`src/rtl/irmod_pkg.sv`:
```
package irmod_pkg;
  localparam int ADDR_W = 3;
  localparam int DATA_W = 8;

  localparam logic [ADDR_W-1:0] ADR_PIN = 3'd0;
  localparam logic [ADDR_W-1:0] ADR_CSR = 3'd1;
  localparam logic [ADDR_W-1:0] ADR_MKH = 3'd2;
  localparam logic [ADDR_W-1:0] ADR_MKL = 3'd3;
  localparam logic [ADDR_W-1:0] ADR_SPH = 3'd4;
  localparam logic [ADDR_W-1:0] ADR_SPL = 3'd5;

  // control/status bit positions
  localparam int CSR_EN   = 0;
  localparam int CSR_IE   = 1;
  localparam int CSR_DIVL = 5;
  localparam int CSR_FLAG = 7;

  // pin control bit positions
  localparam int PIN_LVL = 0;
  localparam int PIN_POL = 1;
  localparam int PIN_ENA = 2;
endpackage

```
`src/rtl/irmod_regs.sv`:
```
module irmod_regs
  import irmod_pkg::*;
#(
  parameter int PW   = 16,
  parameter int DIVW = 2
) (
  input  logic              clk,
  input  logic              rst_n,
  input  logic [ADDR_W-1:0] addr,
  input  logic [DATA_W-1:0] wdata,
  input  logic              rd_en,
  input  logic              wr_en,
  input  logic              flag_evt,
  output logic [DATA_W-1:0] rdata,
  output logic              ctrl_en,
  output logic              ctrl_ie,
  output logic [DIVW-1:0]   ctrl_div,
  output logic [2:0]        pin_ctrl,
  output logic [PW-1:0]     mark_buf,
  output logic [PW-1:0]     space_buf,
  output logic              en_set_wr,
  output logic              flag
);
  localparam int HW = PW - DATA_W;

  logic [2:0]        pin_q, pin_d;
  logic [6:0]        csr_q, csr_d;
  logic [HW-1:0]     mkh_q, mkh_d, sph_q, sph_d;
  logic [DATA_W-1:0] mkl_q, mkl_d, spl_q, spl_d;
  logic              flag_q, flag_d, arm_q, arm_d;
  logic              csr_wr, csr_rd, lo_acc;

  assign csr_wr = wr_en && (addr == ADR_CSR);
  assign csr_rd = rd_en && (addr == ADR_CSR);
  assign lo_acc = (rd_en || wr_en) && ((addr == ADR_MKL) || (addr == ADR_SPL));

  always_comb begin
    pin_d  = pin_q;
    csr_d  = csr_q;
    mkh_d  = mkh_q;
    mkl_d  = mkl_q;
    sph_d  = sph_q;
    spl_d  = spl_q;
    flag_d = flag_q;
    arm_d  = arm_q;
    if (wr_en) begin
      case (addr)
        ADR_PIN: pin_d = wdata[2:0];
        ADR_CSR: csr_d = wdata[6:0];
        ADR_MKH: mkh_d = wdata[HW-1:0];
        ADR_MKL: mkl_d = wdata;
        ADR_SPH: sph_d = wdata[HW-1:0];
        ADR_SPL: spl_d = wdata;
        default: ;
      endcase
    end
    if (csr_rd && flag_q) arm_d = 1'b1;
    if (csr_wr && (wdata[CSR_EN] != csr_q[CSR_EN])) arm_d = 1'b0;
    if (lo_acc && arm_q) begin
      flag_d = 1'b0;
      arm_d  = 1'b0;
    end
    if (flag_evt) flag_d = 1'b1;
  end

  always_ff @(posedge clk or negedge rst_n) begin
    if (!rst_n) begin
      pin_q  <= '0;
      csr_q  <= '0;
      mkh_q  <= '0;
      mkl_q  <= '0;
      sph_q  <= '0;
      spl_q  <= '0;
      flag_q <= 1'b0;
      arm_q  <= 1'b0;
    end else begin
      pin_q  <= pin_d;
      csr_q  <= csr_d;
      mkh_q  <= mkh_d;
      mkl_q  <= mkl_d;
      sph_q  <= sph_d;
      spl_q  <= spl_d;
      flag_q <= flag_d;
      arm_q  <= arm_d;
    end
  end

  always_comb begin
    case (addr)
      ADR_PIN: rdata = {5'd0, pin_q};
      ADR_CSR: rdata = {flag_q, csr_q};
      ADR_MKH: rdata = DATA_W'(mkh_q);
      ADR_MKL: rdata = mkl_q;
      ADR_SPH: rdata = DATA_W'(sph_q);
      ADR_SPL: rdata = spl_q;
      default: rdata = '0;
    endcase
  end

  assign en_set_wr = csr_wr && wdata[CSR_EN] && !csr_q[CSR_EN];
  assign ctrl_en   = csr_q[CSR_EN];
  assign ctrl_ie   = csr_q[CSR_IE];
  assign ctrl_div  = csr_q[CSR_DIVL +: DIVW];
  assign pin_ctrl  = pin_q;
  assign mark_buf  = {mkh_q, mkl_q};
  assign space_buf = {sph_q, spl_q};
  assign flag      = flag_q;
endmodule

```
`src/rtl/irmod_timer.sv`:
```
module irmod_timer #(
  parameter int PW   = 16,
  parameter int DIVW = 2
) (
  input  logic            clk,
  input  logic            rst_n,
  input  logic            en,
  input  logic            start_req,
  input  logic [DIVW-1:0] div,
  input  logic [PW-1:0]   mark_buf,
  input  logic [PW-1:0]   space_buf,
  output logic            active,
  output logic            mod_out,
  output logic            cyc_end,
  output logic            flag_evt
);
  localparam int PSW = (1 << DIVW) - 1;

  logic [PSW-1:0] ps_q, ps_d, ps_mask;
  logic [PW-1:0]  cnt_q, cnt_d, sp_q, sp_d;
  logic           act_q, act_d, mark_q, mark_d;
  logic           tick, start;

  always_comb begin
    for (int i = 0; i < PSW; i++) ps_mask[i] = (i < int'(div));
  end

  assign tick    = act_q && ((ps_q & ps_mask) == ps_mask);
  assign start   = start_req && !act_q;
  assign cyc_end = tick && !mark_q && (cnt_q == '0);

  always_comb begin
    ps_d   = ps_q;
    cnt_d  = cnt_q;
    sp_d   = sp_q;
    act_d  = act_q;
    mark_d = mark_q;
    if (start) begin
      act_d  = 1'b1;
      mark_d = 1'b1;
      cnt_d  = mark_buf;
      sp_d   = space_buf;
      ps_d   = '0;
    end else if (act_q) begin
      ps_d = ps_q + 1'b1;
      if (tick) begin
        if (cnt_q != '0) begin
          cnt_d = cnt_q - 1'b1;
        end else if (mark_q) begin
          mark_d = 1'b0;
          cnt_d  = sp_q;
        end else if (en) begin
          mark_d = 1'b1;
          cnt_d  = mark_buf;
          sp_d   = space_buf;
        end else begin
          act_d = 1'b0;
        end
      end
    end
  end

  always_ff @(posedge clk or negedge rst_n) begin
    if (!rst_n) begin
      ps_q   <= '0;
      cnt_q  <= '0;
      sp_q   <= '0;
      act_q  <= 1'b0;
      mark_q <= 1'b0;
    end else begin
      ps_q   <= ps_d;
      cnt_q  <= cnt_d;
      sp_q   <= sp_d;
      act_q  <= act_d;
      mark_q <= mark_d;
    end
  end

  assign active   = act_q;
  assign mod_out  = act_q && mark_q;
  assign flag_evt = start || (cyc_end && en);
endmodule

```
`src/rtl/irmod_pin.sv`:
```
module irmod_pin
  import irmod_pkg::*;
(
  input  logic       sel_mod,
  input  logic       mod_out,
  input  logic [2:0] pin_ctrl,
  output logic       pin_o,
  output logic       pin_oe
);
  logic src;

  assign src    = sel_mod ? mod_out : pin_ctrl[PIN_LVL];
  assign pin_o  = pin_ctrl[PIN_ENA] && (src ^ pin_ctrl[PIN_POL]);
  assign pin_oe = pin_ctrl[PIN_ENA];
endmodule

```
`src/rtl/irmod.sv`:
```
module irmod
  import irmod_pkg::*;
#(
  parameter int PW   = 16,
  parameter int DIVW = 2
) (
  input  logic              clk,
  input  logic              rst_n,
  input  logic [ADDR_W-1:0] addr,
  input  logic [DATA_W-1:0] wdata,
  input  logic              rd_en,
  input  logic              wr_en,
  output logic [DATA_W-1:0] rdata,
  output logic              pin_o,
  output logic              pin_oe,
  output logic              irq
);
  logic [1:0]      rst_sync;
  logic            rst_ns;
  logic            ctrl_en, ctrl_ie, en_set_wr, flag;
  logic [DIVW-1:0] ctrl_div;
  logic [2:0]      pin_ctrl;
  logic [PW-1:0]   mark_buf, space_buf;
  logic            active, mod_out, cyc_end, flag_evt;

  always_ff @(posedge clk or negedge rst_n) begin
    if (!rst_n) rst_sync <= 2'b00;
    else        rst_sync <= {rst_sync[0], 1'b1};
  end
  assign rst_ns = rst_sync[1];

  irmod_regs #(.PW(PW), .DIVW(DIVW)) u_regs (
    .clk(clk), .rst_n(rst_ns), .addr(addr), .wdata(wdata),
    .rd_en(rd_en), .wr_en(wr_en), .flag_evt(flag_evt), .rdata(rdata),
    .ctrl_en(ctrl_en), .ctrl_ie(ctrl_ie), .ctrl_div(ctrl_div),
    .pin_ctrl(pin_ctrl), .mark_buf(mark_buf), .space_buf(space_buf),
    .en_set_wr(en_set_wr), .flag(flag)
  );

  irmod_timer #(.PW(PW), .DIVW(DIVW)) u_tmr (
    .clk(clk), .rst_n(rst_ns), .en(ctrl_en), .start_req(en_set_wr),
    .div(ctrl_div), .mark_buf(mark_buf), .space_buf(space_buf),
    .active(active), .mod_out(mod_out), .cyc_end(cyc_end),
    .flag_evt(flag_evt)
  );

  irmod_pin u_pin (
    .sel_mod(ctrl_en), .mod_out(mod_out), .pin_ctrl(pin_ctrl),
    .pin_o(pin_o), .pin_oe(pin_oe)
  );

  assign irq = flag && ctrl_ie;
endmodule

```
`config.mk`:
```
export PLATFORM = sky130hd
export DESIGN_NAME = irmod
export DESIGN_NICKNAME = d
export VERILOG_FILES = /design/src/rtl/irmod_pkg.sv /design/src/rtl/irmod_regs.sv /design/src/rtl/irmod_timer.sv /design/src/rtl/irmod_pin.sv /design/src/rtl/irmod.sv
export SDC_FILE = /design/constraint.sdc
export NUM_CORES = 1
export LEC_CHECK = 0
export ABC_CLOCK_PERIOD_IN_PS = 7100
export BUFFER_PORTS_ARGS = -buffer_cell sky130_fd_sc_hd__buf_2
export CORE_MARGIN = 2
export CORE_UTILIZATION = 33
export DETAILED_ROUTE_END_ITERATION = 10
export PLACE_DENSITY = 0.55
export SETUP_SLACK_MARGIN = 0.3
export SLEW_MARGIN = 20
export SYNTH_ARGS = -nofsm -noshare
export SYNTH_HDL_FRONTEND = slang
export SYNTH_SLANG_ARGS = --single-unit
```
`constraint.sdc`:
```
create_clock -name clk -period 7.1 [get_ports clk]
set_clock_uncertainty 0.05 [all_clocks]
set_input_delay 1.42 -clock clk [delete_from_list [all_inputs] [get_ports clk]]
set_output_delay 1.42 -clock clk [all_outputs]
set_load 0.05 [all_outputs]
```
# After elaboration in Yosys (flattened, before gate mapping)
# Index checks and enable logic that the tools add are counted.
# W data, S select, Z words.
[op_classes]
addsub = 2
mul = 0
n_div = 0
magnitude_cmp = 3
eq_ne = 9
n_shift = 0
muxes = 32
bitwise_logic = 2
reduce_logical = 40
[ops]
columns = ["operator", "n"]
rows = [
  ["$mux W16", 12],
  ["$pmux W8 S6", 1],
  ["$mux W1", 17],
  ["$logic_and A1 B1 Y1", 16],
  ["$logic_not A16 Y1", 1],
  ["$reduce_bool A16 Y1", 1],
  ["$sub A16 B1 Y16 const B", 1],
  ["$reduce_and A2 Y1", 6],
  ["$reduce_bool A2 Y1", 4],
  ["$eq A3 B2 Y1 const B", 2],
  ["$eq A3 B3 Y1 const B", 2],
  ["$mux W3", 2],
  ["$reduce_and A3 Y1", 2],
  ["$reduce_and A5 Y1", 1],
  ["$lt A1 B2 Y1 const A", 2],
  ["$reduce_bool A4 Y1", 1],
  ["$add A3 B1 Y3 const B", 1],
  ["$and A3 B3 Y3", 1],
  ["$eq A3 B1 Y1 const B", 1],
  ["$eq A3 B3 Y1", 1],
  ["$logic_not A1 Y1", 3],
  ["$logic_not A3 Y1", 1],
  ["$logic_or A1 B1 Y1", 3],
  ["$reduce_bool A3 Y1", 1],
  ["5 further kinds", 5],
]
[totals]
reg_bits = 83
latch_bits = 0
mem_bits_rw = 0
mem_bits_ro = 0
input_bits = 15
output_inout_bits = 11
elab_cells = 102
memories = 0

# Longest topological paths before layout
# Gate-level depths: netlist (run 1).
[depth]
word_depth = 9
mapped_depth = 9
mapped_depth_nobuf = 7

# Cells and area by module
# A second synthesis (run 1) with hierarchy kept.
[hier_totals]
hier_cells = 395
hier_area_um2 = 4560.6
[modules_own_cells]
columns = ["mod", "n_inst", "cells_per_inst", "area_per_inst_um2", "seq_area_each_um2"]
rows = [
  ["irmod_timer", 1, 229, 2333.5, 925.9],
  ["irmod_regs", 1, 157, 2129.5, 1101.1],
  ["irmod", 1, 4, 60.1, 50.0],
  ["irmod_pin", 1, 5, 37.5, 0.0],
]

# Least setup slack after synthesis (run 1)
# OpenSTA, ideal clock, no wires.
[synth_timing]
path_type = "input port to output port"
from = "in addr[1]"
to = "out rdata[0]"
arrival_ns = 3.137
required_ns = 5.630
setup_slack_ns = 2.493
path_stages = 5
n_path_buf = 2
path_cell_list = "buf_1 -> nor2b_1 -> clkbuf_1 -> a21oi_1 -> a21oi_1"
[synth_via]
elab_chain_len = 2
word_cells_on_any_way = 7
classes_between = "eq/ne: 5; mux: 1; reduce/logical: 1"
[synth_rtl]
columns = ["item", "line_no", "rtl"]
rows = [
  ["start: declaration", "irmod.sv:9", "input logic [ADDR_W-1:0] addr,"],
  ["$eq A3 B3 Y1, or another cell as far along", "irmod_regs.sv:89", "case (addr)"],
  ["$pmux W8 S6 (*)", "irmod_regs.sv:89", ""],
  ["end: declaration", "irmod.sv:13", "output logic [DATA_W-1:0] rdata,"],
]
# Every way passes the cells marked *; elsewhere a longest branch is shown, timed or not.

# Worst setup path after layout (run 1)
[layout_timing]
from = "in addr[1]"
to = "out rdata[6]"
# The elaborated chain is that of the path after synthesis.

==> results.cfg, run 1 <==
[yosys]
synth_flop_cell = dfrtp_1
synth_area_per_cell_um2 = 10.83
synth_top_area_cell = dfrtp_1
yosysSeqAreaShare_pct = 46.64
synth-edff-count = 0
synth_top_area_share_pct = 46.64
ys_types = 60
synth_nets = 429
ys_ff_latch = 83
synth_cells = 411
synth_area_um2 = 4453
synthTopCellsByArea = dfrtp_1, mux2_2, a21oi_1
ys_warn_count = 0
async_flop_share_pct = 100.0

[detailed_routing]
wl_per_cell_um = 18.81
vias_per_cell = 5.349
antenna_left = 0
vias = 3236
first_iter_violations = 189
firstDrtPassIters = 4
route.detailed.drc = 0
routed_wl_um = 11380

[floorplan]
rows = 42
ios = 26
die-area_um2 = 14440
die_w_um = 120.2
die_y_um = 120.2
core_area_um2 = 13190
initial_utilization_pct = 33.76

[critical_path]
startpoint_type = input port
cpLargestDelayFamily = simple AND/OR/NAND/NOR gates
crit_path_start = addr[1]
path_cells = buf_2 -> nor2b_1 -> a221oi_1 -> a21oi_1 -> buf_2
cp_slowest_cell = nor2b_1
path_common_cell = buf_2
worstPathRequired_ns = 5.63
arrival_ns = 3.37
r2r-end = u_tmr.cnt_q[4]
rr_startpoint = u_tmr.cnt_q[2]
r2r_cells = 5
reg2reg_slack_ns = 4.40
path_max_fanout = 20
critPathKind = in2out
crit_buf_inv = 2
cpPeakStageDelay_ns = 0.90
cp-end-kind = output pin

[clocking]
cts_setup_buffers = 0
cts_htree_levels = 3
clkLatencyLatePin_ns = 0.34
cts_resized = 0
cts_inserted_buffers = 9
cts-root-buf = clkbuf_16
path_clk_slew_ns = 0.06
cts_tree = done
cts_buffer_depth = 2
holdBufCountCts = 0
cts_sinks = 83

[finish]
drive_gt1_share_pct = 23.54
n_antenna_cell = 0
fin_util_pct = 37.92
final_nets = 442
final_common_cell = dfrtp_1
syn2layout_area_growth_pct = 12.33
final_cell_mix = dfrtp_1, mux2_2, a21oi_1, nand2_1, nor2_1

[sta]
fmax_ghz = 0.2067
maxSlewViolCount = 0
tightest_slew_ns = 1.076
worst_slack_ns = 2.262
rsz0062_at_grt = no
finalHoldViolCount = 0
fin_crit_sh_pct = 68.14
fin_tns_setup_ns = 0
setup-violations-final = 0
finalCriticalPeriod_ns = 4.838
maxSlewHeadroom_pct = 28.10

[job]
drv_cap = 0

[placed_design]
gp_congestion = 0.7801
dp_hpwl_um = 7939
place_ws_ns = 2.298
port_buffers = 25

[outcome]
outcome = complete, no violations

[pwr]
p_leak_nw = 2.106
ir_worst_vdd_mv = 0.1909
p_per_area_nw_per_um2 = 350.5

[global_route]
grt_pass1_vias = 3286
grt_overflow = 0
grt_first_pass_wirelength_um = 18730
grt_max_degree = 82
track_usage_pct = 16.63
grt_antenna_before_repair = 0

[min_path]
hp-class = reg2async
cells in the mapped netlist, types with 5 or more instances:
cell,n
a21oi_1,34
a221oi_1,5
a31oi_1,9
clkbuf_1,12
dfrtp_1,83
inv_1,7
mux2_1,8
mux2_2,50
mux2i_1,10
nand2_1,30
nand3_1,7
nor2_1,28
nor2b_1,7
o211ai_1,10
o21ai_0,10
xnor2_1,10
through the flow:
step	total power, mW	cell area [µm²]	cells	hold WS (ns)
floorplan	1.137	4453	411	0.2812
global placement	1.256	4667	588	0.2901
detailed placement	1.271	4667	588	0.2894
CTS	1.761	4975	604	0.3077
global route	1.858	5002	605	0.2599
finish	1.753	5002	605	0.2230
registers in the layout, indices dropped and copies added, names as in the netlist:
signal           flops
u_tmr.mark_q         1
u_regs.csr_q         7
u_regs.arm_q         1
u_tmr.active         1
u_regs.flag          1
u_regs.mkl_q         8
rst_sync             2
u_regs.spl_q         8
u_regs.sph_q         8
u_regs.mkh_q         8
u_tmr.sp_q          16
u_tmr.ps_q           3
u_regs.pin_ctrl      3
u_tmr.cnt_q         16
cells by family after synthesis:
logic type | share of synthesized area [%]
AO/OA/AOI/OAI | 15.20
flip-flops | 46.64
buffers and inverters | 3.793
XOR/XNOR | 2.753
other | 0.08421
adder cells (fa/ha/maj) | 0.8430
AND/OR/NAND/NOR | 13.77
multiplexers | 16.92
worst max-delay path by stage:
stage | endpoint | cells past startpoint
final | rdata[6] | 5
after global routing | rdata[6] | 5
after CTS | rdata[6] | 5
after detailed placement | rdata[6] | 5
after global placement | rdata[0] | 5
after floorplan | rdata[0] | 5
where the power goes:
group          total (mW)  internal (mW)  leakage (nW)  switching [mW]
sequential          0.768          0.607          1.02           0.161
clock               0.486          0.302         0.150           0.184
combinational       0.499          0.230         0.938           0.269
total                1.75           1.14          2.11           0.614
per-layer routing:
layer  track usage, %  part of all wire (%)  routed length, µm
met1            23.12                    48               5518
met2            27.27                    49               5568
met3            2.471                   1.8                202
met4            3.971                  0.82                 93
met5                0                     0                  0
area by class of cell:
type	instances	area (µm²)
fillers	1332	8188
multi-input cells	296	2207
flip-flops and latches	83	2081
clock buffers	15	277.8
well taps	176	220.2
repair buffers	27	160.2
clock inverters	1	30.03
inverters	7	26.28
Power figures use the tool's default switching activity.
==> run 2: changes to the inputs <==
--- a/config.mk
+++ b/config.mk
@@ -5,7 +5,8 @@
 export SDC_FILE = /design/constraint.sdc
 export NUM_CORES = 1
 export LEC_CHECK = 0
-export ABC_CLOCK_PERIOD_IN_PS = 7100
+export ABC_AREA = 1
+export ABC_CLOCK_PERIOD_IN_PS = 4600
 export BUFFER_PORTS_ARGS = -buffer_cell sky130_fd_sc_hd__buf_2
 export CORE_MARGIN = 2
 export CORE_UTILIZATION = 33
==> constraint.sdc (replaced) <==
create_clock -name clk -period 4.6 [get_ports clk]
set_clock_uncertainty 0.05 [all_clocks]
set_input_delay 0.92 -clock clk [delete_from_list [all_inputs] [get_ports clk]]
set_output_delay 0.92 -clock clk [all_outputs]
set_load 0.05 [all_outputs]
==> results.cfg, run 2 <==
[global_route]
grt_pass1_vias = 4078
grt_first_pass_wirelength_um = 21740
grt_max_degree = 82
grt_busiest_layer = met2
grt_overflow = 0
grtUsageMet3_pct = 3.532
grt_util_met2_pct = 28.78
grtUsageMet1_pct = 26.17
grt_antenna_before_repair = 0
track_usage_pct = 18.64

[yosys]
ys_warn_count = 0
synth-edff-count = 0
yosysSeqAreaShare_pct = 44.95
synthTopCellsByArea = dfrtp_1, nand2_1, o21ai_0
synth_nets = 655
synth_common_cells = nand2_1, dfrtp_1, o21ai_0
synth_top_area_cell = dfrtp_1
ys_ff_latch = 83
synth_flop_cell = dfrtp_1
synth_area_um2 = 4621
async_flop_share_pct = 100.0
synth.most_common_cell = nand2_1
synth_top_area_share_pct = 44.95
synth_cells = 637
ys_types = 34
synth_area_per_cell_um2 = 7.254

[pwr]
p_leak_nw = 2.688
combPwrFrac_pct = 35.3
power.share.switching_pct = 42.61
ir_worst_vdd_mv = 0.2802
clock_power_share_pct = 25.2
switchingPower_mw = 1.179
p_int_mw = 1.588
sequentialPowerShare_pct = 39.6
p_per_area_nw_per_um2 = 533.4

[detailed_routing]
antenna_left = 0
first_iter_violations = 394
routed_wl_um = 13090
wl_per_cell_um = 15.56
firstDrtPassIters = 5
vias_per_cell = 4.964
vias = 4175
route.detailed.drc = 0

[placed_design]
dp_hpwl_um = 9722
gp_congestion = 0.9357
dp_cells = 824
port_buffers = 25

[floorplan]
ios = 26
die_y_um = 122.3
die_w_um = 122.3
rows = 43
die-area_um2 = 14960
core_area_um2 = 13770
initial_utilization_pct = 33.55

[min_path]
hp-class = reg2async

[clocking]
path_clk_slew_ns = 0.07
cts_setup_buffers = 0
clkLatencyLatePin_ns = 0.34
cts_resized = 0
cts_tree = done
cts_buffer_depth = 2
cts_inserted_buffers = 9
cts-root-buf = clkbuf_16
cts_htree_levels = 3
holdBufCountCts = 0
cts_sinks = 83

[critical_path]
path_max_fanout = 24
crit_buf_inv = 2
cp-end-kind = output pin
cpLargestDelayFamily = flip-flops
startpoint_type = flip-flop
arrival_ns = 2.52
worstPathRequired_ns = 3.63
cp_slowest_cell = dfrtp_1
cpPeakStageDelay_ns = 0.77
critPathKind = reg2out
path_cells = inv_1 -> o31ai_1 -> o21ai_0 -> a21oi_1 -> buf_2

[sta]
finalCriticalPeriod_ns = 3.495
holdWs_ns = 0.2591
maxSlewViolCount = 0
setup-violations-final = 0
fin_crit_sh_pct = 75.97
fmax_ghz = 0.2862
tightest_slew_ns = 0.6762
rsz0062_at_grt = no
finalHoldViolCount = 0
fin_tns_setup_ns = 0
maxSlewHeadroom_pct = 54.92

[finish]
fin_util_pct = 37.65
n_antenna_cell = 0
final_nets = 674
final_cell_mix = nand2_1, dfrtp_1, o21ai_0, inv_1, nand3_1
final_common_cell = nand2_1
final_cell_count_no_fill = 841
reg_top3 = u_tmr.cnt_q x16, u_tmr.sp_q x16
drive_gt1_share_pct = 9.834
syn2layout_area_growth_pct = 12.24

[job]
drv_cap = 0

[outcome]
outcome = complete, no violations
[run 2: changes by cell type in the layout (fill, tap and decap cells not counted), moves of 7 or more]
cell / delta
inv_1: +51
o21ai_0: +56
mux2i_1: -10
o211ai_1: -10
xnor2_1: -10
nand3_1: +51
a31oi_1: -9
mux2_2: -50
nand2_1: +233
mux2_1: -8
nor2b_1: -7
a21oi_1: -30
nor2_2: +8
[run 2: final timing paths]
kind	start	slack, ns	cells after the start	end
min reg2reg	rst_sync[1]	0.26	0	u_regs.csr_q[1]
max in group asynchronous	rst_sync[1]	3.63	1	u_tmr.sp_q[6]
max reg2reg	u_tmr.cnt_q[0]	1.89	13	u_tmr.sp_q[11]
min in group clk	rst_sync[0]	0.32	0	rst_sync[1]
min	rst_sync[1]	0.26	0	u_regs.csr_q[1]
max	u_tmr.mark_q	1.11	5	pin_o
[run 2: layer usage]
metal,share of wire [%],wire [µm],vias up
met5,0,0,-
met4,2.4,309,0
met3,4.2,555,27
met2,46,5961,117
met1,48,6260,1939
li1,-,-,2092
[run 2: logic make-up after synthesis]
kind of cell	share of synthesized area, %
AOI/OAI and AO/OA	10.21
xor gates and xnor gates	0.7581
adders and majority gates	0.8124
buffers and inverters	7.095
DFF	44.95
other	0.08116
and+or+nand+nor	36.10
[run 2: area by class of cell]
type	instances	area (µm²)
Clock inverter	4	33.78
Inverter	59	224.0
Tap cell	180	225.2
Clock buffer	12	246.5
Fill cell	1492	8587
Timing Repair Buffer	27	160.2
Multi-Input combinational cell	476	2216
Sequential cell	83	2081
[run 2: metrics by stage]
stage	area, µm²	setup slack, ns	power, mW
final	5186	1.105	2.766
after global routing	5186	0.9316	2.985
after CTS	5159	1.105	2.773
after detailed placement	4878	1.183	2.069
after global placement	4878	1.243	2.051
after floorplan	4621	1.637	1.805
[run 2: power by group through the flow]
stage	sequential (mW)	combinational, mW	clock [mW]
6_report	1.09	0.976	0.696
3_5_place_dp	1.11	0.956	0
2_1_floorplan	1.03	0.774	0
5_1_grt	1.12	1.12	0.747
3_3_place_gp	1.11	0.942	0
4_1_cts	1.10	0.961	0.712
[run 2: worst reg2reg max path, delay by kind of cell (launching register included)]
| family | cells | cell delay, ns |
|---|---|---|
| AND/OR/NAND/NOR | 9 | 1.56 |
| adder cells (fa/ha/maj) | 1 | 0.24 |
| buffers and inverters | 3 | 0.37 |
| flip-flops | 1 | 0.37 |
==> run 3: changes to the inputs <==
--- a/config.mk
+++ b/config.mk
@@ -6,12 +6,12 @@
 export NUM_CORES = 1
 export LEC_CHECK = 0
 export ABC_AREA = 1
-export ABC_CLOCK_PERIOD_IN_PS = 4600
+export ABC_CLOCK_PERIOD_IN_PS = 3100
 export BUFFER_PORTS_ARGS = -buffer_cell sky130_fd_sc_hd__buf_2
 export CORE_MARGIN = 2
 export CORE_UTILIZATION = 33
 export DETAILED_ROUTE_END_ITERATION = 10
-export PLACE_DENSITY = 0.55
+export PLACE_DENSITY = 0.57
 export SETUP_SLACK_MARGIN = 0.3
 export SLEW_MARGIN = 20
 export SYNTH_ARGS = -nofsm -noshare
==> constraint.sdc (replaced) <==
create_clock -name clk -period 3.1 [get_ports clk]
set_clock_uncertainty 0.05 [all_clocks]
set_input_delay 0.62 -clock clk [delete_from_list [all_inputs] [get_ports clk]]
set_output_delay 0.62 -clock clk [all_outputs]
set_load 0.05 [all_outputs]
==> results.cfg, run 3 (same netlist as run 2, synthesis figures left out) <==
[finish]
syn2layout_area_growth_pct = 14.38
n_antenna_cell = 0
final_area_um2 = 5285
final_common_cell = nand2_1
final_cell_count_no_fill = 846
reg_top3 = u_tmr.cnt_q x16, u_tmr.sp_q x16
fin_util_pct = 38.37
drive_gt1_share_pct = 10.51
final_cell_mix = nand2_1, dfrtp_1, o21ai_0, inv_1, nand3_1
final_nets = 679

[global_route]
grt_first_pass_wirelength_um = 21120
track_usage_pct = 18.15
grt_max_degree = 82
grt_overflow = 0
grt_pass1_vias = 4020
grt_antenna_before_repair = 0

[critical_path]
rr_startpoint = u_tmr.cnt_q[10]
startpoint_type = input port
reg2reg_slack_ns = 0.82
cp-end-kind = output pin
critPathKind = in2out
arrival_ns = 2.02
worstPathRequired_ns = 2.43
path_max_fanout = 9
r2r_cells = 10
r2r-end = u_tmr.sp_q[15]

[pwr]
clock_power_share_pct = 28.6
p_per_area_nw_per_um2 = 815.6
power.share.switching_pct = 39.98
ir_worst_vdd_mv = 0.2864
switchingPower_mw = 1.723
sequentialPowerShare_pct = 37.0
combPwrFrac_pct = 34.4
p_leak_nw = 2.741
total_power_mw = 4.311
p_int_mw = 2.587

[detailed_routing]
vias = 4194
antenna_left = 0
vias_per_cell = 4.957
firstDrtPassIters = 5
wl_per_cell_um = 15.11
first_iter_violations = 277
route.detailed.drc = 0
routed_wl_um = 12780

[sta]
fin_crit_sh_pct = 86.82
rsz0062_at_grt = no
holdWs_ns = 0.2819
setup-violations-final = 0
finalHoldViolCount = 0
worst_slack_ns = 0.4086
tightest_slew_ns = 0.6966
fmax_ghz = 0.3716
maxSlewViolCount = 0
finalCriticalPeriod_ns = 2.691
fin_tns_setup_ns = 0
maxSlewHeadroom_pct = 53.30

[floorplan]
die_w_um = 122.3
die_y_um = 122.3
rows = 43
ios = 26
initial_utilization_pct = 33.55
core_area_um2 = 13770
die-area_um2 = 14960

[placed_design]
dp_cells = 828
gp_congestion = 0.8865
dp_hpwl_um = 9487
port_buffers = 25
place_ws_ns = 0.4355
placed_cell_area_um2 = 4908

[job]
drv_cap = 0

[clocking]
path_clk_slew_ns = 0.06
cts_buffer_depth = 2
cts_tree = done
cts_sinks = 83
clkLatencyLatePin_ns = 0.34
cts_setup_buffers = 0
cts_htree_levels = 3
cts-root-buf = clkbuf_16
cts_inserted_buffers = 9

[outcome]
outcome = complete, no violations

[min_path]
hp-class = reg2async
-- run 3: how the worst max path moves through the flow --
stage | from | end | slack, ns
2_1_floorplan | rst_sync[1] | u_regs.arm_q | 0.57
3_3_place_gp | addr[0] | rdata[0] | 0.46
3_5_place_dp | addr[2] | rdata[0] | 0.44
4_1_cts | addr[2] | rdata[0] | 0.43
5_1_grt | addr[2] | rdata[0] | 0.33
6_report | addr[2] | rdata[0] | 0.41
-- run 3: metal layers --
| layer | vias to the layer above | share of wire, % | global-route usage [%] |
|---|---|---|---|
| met2 | 122 | 45 | 27.95 |
| met3 | 24 | 4.6 | 2.323 |
| li1 | 2098 | - | - |
| met1 | 1950 | 48 | 25.41 |
| met5 | - | 0 | 0 |
| met4 | 0 | 3.1 | 8.405 |
-- run 3: worst max-delay path, cell delays in order --
cell and delay, ns:
buf_2 0.14, inv_1 0.08, nor3_2 0.53, nand2_1 0.10
o21ai_0 0.10, a221oi_1 0.07, nand3_1 0.10, buf_2 0.27
-- run 3: power by group through the flow --
stage / clock [mW] / sequential [mW] / combinational (mW)
global route: 1.30 / 1.62 / 1.70
floorplan: 0 / 1.53 / 1.15
CTS: 1.26 / 1.60 / 1.47
global placement: 0 / 1.61 / 1.45
finish: 1.23 / 1.59 / 1.48
detailed placement: 0 / 1.62 / 1.46
-- run 3: cell type report --
cell class              instances  area [µm²]
clock buffers                  10       229.0
clock inverters                 6       112.6
fillers                      1487        8488
inverters                      59       224.0
multi-input cells             476        2221
flip-flops and latches         83        2081
well taps                     180       225.2
repair buffers                 32       192.7
-- run 3: what timing repair did --
| action | in CTS | in global routing |
|---|---|---|
| hold buffers | 1 | 0 |
| endpoints found under the setup margin | 0 | 1 |
| endpoints found under the hold margin | 2 | 0 |
| gates resized for setup | 0 | 1 |
